File: config.mk
export PLATFORM = sky130hd
export DESIGN_NAME = autobaud_detector
export DESIGN_NICKNAME = d
export VERILOG_FILES = /design/src/rtl/abd_pkg.sv /design/src/rtl/abd_sync.sv /design/src/rtl/abd_prescaler.sv /design/src/rtl/abd_meas.sv /design/src/rtl/autobaud_detector.sv
export SDC_FILE = /design/constraint.sdc
export NUM_CORES = 1
export LEC_CHECK = 0
export BUFFER_PORTS_ARGS = -buffer_cell sky130_fd_sc_hd__buf_2
export CORE_MARGIN = 4
export CORE_UTILIZATION = 59
export CTS_CLUSTER_DIAMETER = 120
export DETAILED_ROUTE_END_ITERATION = 16
export MAX_ROUTING_LAYER = met4
export PLACE_DENSITY = 0.79
export SYNTH_ARGS = -nofsm -noshare
export SYNTH_HDL_FRONTEND = slang
export SYNTH_SLANG_ARGS = --single-unit
export TNS_END_PERCENT = 10
File: constraint.sdc
create_clock -name clk -period 7 [get_ports clk]
set_clock_uncertainty 0.2 [all_clocks]
set_input_delay 0 -clock clk [delete_from_list [all_inputs] [get_ports clk]]
set_output_delay 0 -clock clk [all_outputs]
set_load 0.005 [all_outputs]
File: src/rtl/abd_pkg.sv
package abd_pkg;

   // Run phase of the detector.
   typedef enum logic [1:0] {
      PH_IDLE  = 2'b00,
      PH_BREAK = 2'b01,
      PH_ARMED = 2'b10,
      PH_COUNT = 2'b11
   } abd_phase_e;

   // Ratio select, encoded as {wide, fast}.
   typedef enum logic [1:0] {
      RT_SLOW  = 2'b00,
      RT_MID_A = 2'b01,
      RT_MID_B = 2'b10,
      RT_FAST  = 2'b11
   } abd_ratio_e;

   // Number of rising edges that close a measurement.
   localparam int unsigned EDGES_PER_SYNC = 5;

endpackage

File: src/rtl/abd_sync.sv
module abd_sync #(
   parameter int unsigned STAGES = 2
) (
   input  logic clk,
   input  logic rst_n,
   input  logic rx_async,
   output logic rise
);
   logic [STAGES-1:0] chain;
   logic              last_q;
   logic              clean;

   generate
      if (STAGES < 2) begin : g_bad_stages
         $error("abd_sync: STAGES must be at least 2");
      end
   endgenerate

   // Line idles high, so reset every stage to 1 to avoid a false edge.
   always_ff @(posedge clk or negedge rst_n) begin
      if (!rst_n) begin
         chain  <= '1;
         last_q <= 1'b1;
      end else begin
         chain  <= {chain[STAGES-2:0], rx_async};
         last_q <= clean;
      end
   end

   assign clean = chain[STAGES-1];
   assign rise  = clean & ~last_q;
endmodule

File: src/rtl/abd_prescaler.sv
module abd_prescaler
   import abd_pkg::*;
#(
   parameter int unsigned BASE_SLOW = 64,
   parameter int unsigned BASE_MID  = 16,
   parameter int unsigned BASE_FAST = 4,
   parameter int unsigned OVS       = 8
) (
   input  logic       clk,
   input  logic       rst_n,
   input  logic       clear,
   input  logic       run,
   input  abd_ratio_e ratio,
   output logic       tick
);
   localparam int unsigned R_SLOW = BASE_SLOW * OVS;
   localparam int unsigned R_MID  = BASE_MID * OVS;
   localparam int unsigned R_FAST = BASE_FAST * OVS;
   localparam int unsigned PW     = $clog2(R_SLOW + 1);
   localparam logic [PW-1:0] LAST_SLOW = PW'(R_SLOW - 1);
   localparam logic [PW-1:0] LAST_MID  = PW'(R_MID - 1);
   localparam logic [PW-1:0] LAST_FAST = PW'(R_FAST - 1);

   generate
      if (BASE_FAST < 1 || BASE_MID < BASE_FAST || BASE_SLOW < BASE_MID) begin : g_bad_bases
         $error("abd_prescaler: bases must satisfy SLOW >= MID >= FAST >= 1");
      end
      if (OVS < 1) begin : g_bad_ovs
         $error("abd_prescaler: OVS must be at least 1");
      end
   endgenerate

   logic [PW-1:0] cnt_q;
   logic [PW-1:0] last_val;

   always_comb begin
      unique case (ratio)
         RT_SLOW:  last_val = LAST_SLOW;
         RT_MID_A: last_val = LAST_MID;
         RT_MID_B: last_val = LAST_MID;
         default:  last_val = LAST_FAST;
      endcase
   end

   assign tick = run && (cnt_q == last_val);

   always_ff @(posedge clk or negedge rst_n) begin
      if (!rst_n) begin
         cnt_q <= '0;
      end else if (clear) begin
         cnt_q <= '0;
      end else if (run) begin
         cnt_q <= tick ? '0 : cnt_q + PW'(1);
      end
   end
endmodule

File: src/rtl/abd_meas.sv
module abd_meas
   import abd_pkg::*;
#(
   parameter int unsigned DIV_W = 16
) (
   input  logic             clk,
   input  logic             rst_n,
   input  logic             start,
   input  logic             async_ok,
   input  logic             wake,
   input  logic             trim,
   input  abd_ratio_e       ratio_in,
   input  logic             break_seen,
   input  logic             rise,
   input  logic             tick,
   input  logic             rd_strobe,
   output abd_ratio_e       ratio_q,
   output logic             pre_clear,
   output logic             pre_run,
   output logic             busy,
   output logic [DIV_W-1:0] divisor,
   output logic             irq_flag,
   output logic             ovf_flag
);
   localparam logic [DIV_W-1:0] ACC_MAX   = '1;
   localparam logic [DIV_W-1:0] ACC_ONE   = DIV_W'(1);
   localparam logic [2:0]       LAST_PRE  = 3'(EDGES_PER_SYNC - 1);

   abd_phase_e       phase_q;
   logic [2:0]       edge_idx_q;
   logic [DIV_W-1:0] acc_q;
   logic [DIV_W-1:0] acc_nxt;
   logic             sat_hit;
   logic             ovf_run_q;
   logic             trim_q;
   logic             done;
   logic             accept;
   logic             ovf_final;
   logic [DIV_W-1:0] result;

   assign accept    = (phase_q == PH_IDLE) && start && async_ok;
   assign sat_hit   = tick && (acc_q == ACC_MAX);
   assign acc_nxt   = (tick && !sat_hit) ? acc_q + ACC_ONE : acc_q;
   assign done      = (phase_q == PH_COUNT) && rise && (edge_idx_q == LAST_PRE);
   assign ovf_final = ovf_run_q | sat_hit;
   assign result    = (trim_q && !ovf_final) ? acc_nxt - ACC_ONE : acc_nxt;

   assign pre_clear = (phase_q == PH_ARMED) && rise;
   assign pre_run   = (phase_q == PH_COUNT);
   assign busy      = (phase_q != PH_IDLE);

   always_ff @(posedge clk or negedge rst_n) begin
      if (!rst_n) begin
         phase_q    <= PH_IDLE;
         edge_idx_q <= '0;
         acc_q      <= '0;
         ovf_run_q  <= 1'b0;
         trim_q     <= 1'b0;
         ratio_q    <= RT_SLOW;
         divisor    <= '0;
         ovf_flag   <= 1'b0;
      end else begin
         unique case (phase_q)
            PH_IDLE: begin
               if (accept) begin
                  phase_q    <= wake ? PH_BREAK : PH_ARMED;
                  ratio_q    <= ratio_in;
                  trim_q     <= trim;
                  edge_idx_q <= '0;
                  ovf_run_q  <= 1'b0;
                  ovf_flag   <= 1'b0;
               end
            end
            PH_BREAK: begin
               if (break_seen) phase_q <= PH_ARMED;
            end
            PH_ARMED: begin
               if (rise) begin
                  phase_q    <= PH_COUNT;
                  edge_idx_q <= 3'd1;
                  acc_q      <= ACC_ONE;
                  ovf_run_q  <= 1'b0;
               end
            end
            default: begin
               acc_q     <= acc_nxt;
               ovf_run_q <= ovf_final;
               if (rise) edge_idx_q <= edge_idx_q + 3'd1;
               if (done) begin
                  phase_q  <= PH_IDLE;
                  divisor  <= result;
                  ovf_flag <= ovf_final;
               end
            end
         endcase
      end
   end

   // Completion takes precedence over a clearing read.
   always_ff @(posedge clk or negedge rst_n) begin
      if (!rst_n)         irq_flag <= 1'b0;
      else if (done)      irq_flag <= 1'b1;
      else if (rd_strobe) irq_flag <= 1'b0;
   end
endmodule

File: src/rtl/autobaud_detector.sv
module autobaud_detector
   import abd_pkg::*;
#(
   parameter int unsigned DIV_W       = 16,
   parameter int unsigned SYNC_STAGES = 2,
   parameter int unsigned BASE_SLOW   = 64,
   parameter int unsigned BASE_MID    = 16,
   parameter int unsigned BASE_FAST   = 4,
   parameter int unsigned OVS         = 8
) (
   input  logic             clk,
   input  logic             rst_n,
   input  logic             rx_in,
   input  logic             cfg_start,
   input  logic             cfg_async,
   input  logic             cfg_wake,
   input  logic             cfg_wide,
   input  logic             cfg_fast,
   input  logic             cfg_trim,
   input  logic             break_seen,
   input  logic             rd_strobe,
   output logic             busy,
   output logic [DIV_W-1:0] divisor,
   output logic             irq_flag,
   output logic             ovf_flag
);
   generate
      if (DIV_W < 4 || DIV_W > 32) begin : g_bad_width
         $error("autobaud_detector: DIV_W must lie in 4..32");
      end
   endgenerate

   logic       rise;
   logic       tick;
   logic       pre_clear;
   logic       pre_run;
   abd_ratio_e ratio_sel;
   abd_ratio_e ratio_q;

   assign ratio_sel = abd_ratio_e'({cfg_wide, cfg_fast});

   abd_sync #(.STAGES(SYNC_STAGES)) u_sync (
      .clk      (clk),
      .rst_n    (rst_n),
      .rx_async (rx_in),
      .rise     (rise)
   );

   abd_prescaler #(
      .BASE_SLOW (BASE_SLOW),
      .BASE_MID  (BASE_MID),
      .BASE_FAST (BASE_FAST),
      .OVS       (OVS)
   ) u_pre (
      .clk   (clk),
      .rst_n (rst_n),
      .clear (pre_clear),
      .run   (pre_run),
      .ratio (ratio_q),
      .tick  (tick)
   );

   abd_meas #(.DIV_W(DIV_W)) u_meas (
      .clk        (clk),
      .rst_n      (rst_n),
      .start      (cfg_start),
      .async_ok   (cfg_async),
      .wake       (cfg_wake),
      .trim       (cfg_trim),
      .ratio_in   (ratio_sel),
      .break_seen (break_seen),
      .rise       (rise),
      .tick       (tick),
      .rd_strobe  (rd_strobe),
      .ratio_q    (ratio_q),
      .pre_clear  (pre_clear),
      .pre_run    (pre_run),
      .busy       (busy),
      .divisor    (divisor),
      .irq_flag   (irq_flag),
      .ovf_flag   (ovf_flag)
   );
endmodule

==> flow_summary_export.csv <==
group,metric,value,unit
cts,clk_pin_slew,110,ps
yosys,synthFlopType,"dfrtp_1",
placement,gp_congestion,0.930,
route,drt-total-wl,8.04,mm
worst_setup_path,cp_cell_sequence,"ha_1 > and2b_1 > o2111ai_2 > nor3_1 > mux2i_1 > ha_1 > nand3_1 > nor4_1 > xor2_1 > o21ai_1",
run_status,status,"finished clean",
layout,nets,431,
layout,diodes,0,
power_and_ir_drop,power,900,µW
yosys,yosys.area.top_type,"dfrtp_1",
yosys,ys_warn_count,0,
layout,layout_common_cells,"53 x dfrtp_1, 52 x nand2_1, 34 x o21ai_0, 29 x buf_2, 20 x nor2_1",
yosys,synth_seq_area_share,0.405,
sta,rsz0062_at_grt,"no",
global_route,grt_pass1_vias,2775,
yosys,synth_area,3470,µm²
route,avgRoutedWirePerCell,16.6,µm
yosys,synthTopCellsByArea,"dfrtp_1 38%, nand2_1 5.6%, o21ai_0 4.9%",
floorplanning,initial_core_util,0.618,
placement,hpwl,5.82,mm
cts,clockBufferDepth,2,
route,drt_iter0_drc,190,
cts,root_buffer,"clkbuf_8",
yosys,syn-num-nets,402,
sta,hold_viol_final,0,
cts,tritoncts.num_buffers,5,
layout,final_common_cell,"dfrtp_1",
run,maxCapViolCount,0,
global_route,grt_pass1_wl,13.8,mm
worst_setup_path,required,7010,ps
yosys,syn_area_per_cell,9.08,µm²
cts,cts_max_level,2,
layout,postLayoutCellArea,3820,µm²
sta,tns,0,ps
worst_setup_path,cp-start-kind,"flop",
worst_setup_path,cpMostUsedCell,"ha_1",
layout,drive_gt1_frac,0.172,
yosys,synth-seq-cells,56,
placement,placed_area,3650,µm²
worst_setup_path,cp_max_fo,8,
global_route,grtUsageTotal,0.245,
cts,clkLatencyLatePin,320,ps
floorplanning,rows,27,
worst_setup_path,cp-end-kind,"flop",
yosys,synth_cell_type_count,62,
sta,slew_headroom,0.135,
global_route,antenna_found_initial,0,
yosys,synth_edf_count,0,
sta,setup_violations,0,
sta,worstMarginPinSlew,1290,ps
worst_setup_path,crit_type,"flop to flop",
route,drc,0,
power_and_ir_drop,powerDensity,236,nW/µm²
floorplanning,die_width,84.7,µm
sta,holdWs,108,ps
layout,final_core_util,0.681,
route,detail-route-antenna-nets,0,
sta,max_clock_freq,0.289,GHz
sta,fin_crit_sh,0.494,
yosys,yosysTopAreaCellShare,0.383,
worst_setup_path,cp.arrival,3460,ps
sta,slew_viol_final,0,
layout,final_cell_count_no_fill,484,
floorplanning,die_area,7170,µm²
power_and_ir_drop,vdd_ir_drop_max,0.311,mV
placement,pre_cts_slack,3570,ps
sta,fin_ws,3540,ps
placement,place_inst,468,
layout,area_growth,10.2,%
floorplanning,coreArea,5610,µm²
worst_setup_path,slowest_stage,"nor3_1",
route,via_per_inst,6.07,
sta,final.min_clock_period,3460,ps
placement,numPortBuffers,29,
worst_setup_path,slowest_delay,620,ps
power_and_ir_drop,power_leakage,1.71,nW
floorplanning,num_io_pins,30,
floorplanning,die_h,84.7,µm
yosys,synthArstFlopShare,1.00,
global_route,grt_max_degree,57,
min_path,hp-class,"input port to flop",
cts,ctsResizeCount,0,
route,dr.pass1.iters,6,
yosys,syn_inst,382,
route,vias,2940,
cts,tritoncts,"built",
cts,clock-sinks,56,
global_route,overflow,0,
-- final timing paths --
kind	from	to	slack (ps)	cells past startpoint
worst max-delay path	u_meas.phase_q[0]	u_meas.divisor[14]	3540	10
worst min-delay path	cfg_async	u_meas.ratio_q[1]	110	3
worst max register to register	u_meas.phase_q[0]	u_meas.divisor[14]	3540	10
worst min register to register	u_sync.chain[0]	u_sync.chain[1]	170	0
max in group asynchronous	rst_n	u_meas.acc_q[1]	6000	3
min in group asynchronous	rst_n	u_meas.divisor[5]	150	3
-- registers in the layout, summed over array words and instances, names as in the netlist --
name	flops
u_meas.edge_idx_q	3
u_meas.ovf_run_q	1
u_meas.ratio_q	2
u_meas.phase_q	2
u_pre.cnt_q	10
u_meas.acc_q	16
u_meas.irq_flag	1
u_sync.last_q	1
u_meas.trim_q	1
u_sync.chain	2
u_meas.ovf_flag	1
u_meas.divisor	16
-- metal layers --
layer  vias up  global-route usage  wire, µm
met1      1408               0.338      3820
met4         0              0.0763       136
li1       1428                   -         -
met3        13              0.0343       375
met5         -                   -         0
met2        91               0.374      3710
-- critical path: cells and delay by family (launching register included) --
family | cells | cell delay, ps
multiplexers | 1 | 370
AND/OR/NAND/NOR | 4 | 1310
flip-flops | 1 | 450
XOR/XNOR | 1 | 180
adder cells (fa/ha/maj) | 2 | 530
AO/OA/AOI/OAI | 2 | 310
-- cell families (layout without fill, tap and decap cells) --
group                      Yosys count  count (layout)  synth area share
xor gates and xnor gates            33              33            0.0877
and+or+nand+nor                    166             166             0.268
buffers and inverters               30              60            0.0346
AOI/OAI and AO/OA                   80              80             0.147
muxes                                8               8            0.0249
DFF                                 56              56             0.405
adders and majority gates            9               9            0.0325
-- cell usage after synthesis (4+ instances only) --
master	number
a21oi_1	13
nand2_1	52
xnor2_1	12
xor2_1	19
nand3_1	13
buf_2	5
mux2_2	5
or2_2	5
and2_1	4
nand4_1	17
o21ai_0	34
nor4_1	4
and3_1	6
inv_1	13
ha_1	9
nor3_1	16
nor2_1	20
o31ai_1	6
dfrtp_1	53
o21ai_1	4
clkbuf_1	10
or3_1	4
-- layout make-up --
cell class	count	area [µm²]
Timing Repair Buffer	39	240
Sequential cell	56	1410
Multi-Input combinational cell	296	1940
Fill cell	464	1790
Tap cell	72	90.1
Clock inverter	3	26.3
Inverter	13	48.8
Clock buffer	5	68.8
-- power breakdown --
part	switching (mW)	internal, mW	leakage [nW]	total, mW
clock network	0.113	0.0732	0.0487	0.186
registers	0.0426	0.360	0.747	0.403
logic	0.207	0.105	0.916	0.311
total	0.362	0.538	1.71	0.900
-- timing repair --
action,4_1_cts,5_1_grt
buffers inserted,0,0
hold endpoints to repair,60,0
hold buffers,8,0
Power figures use the tool's default switching activity.
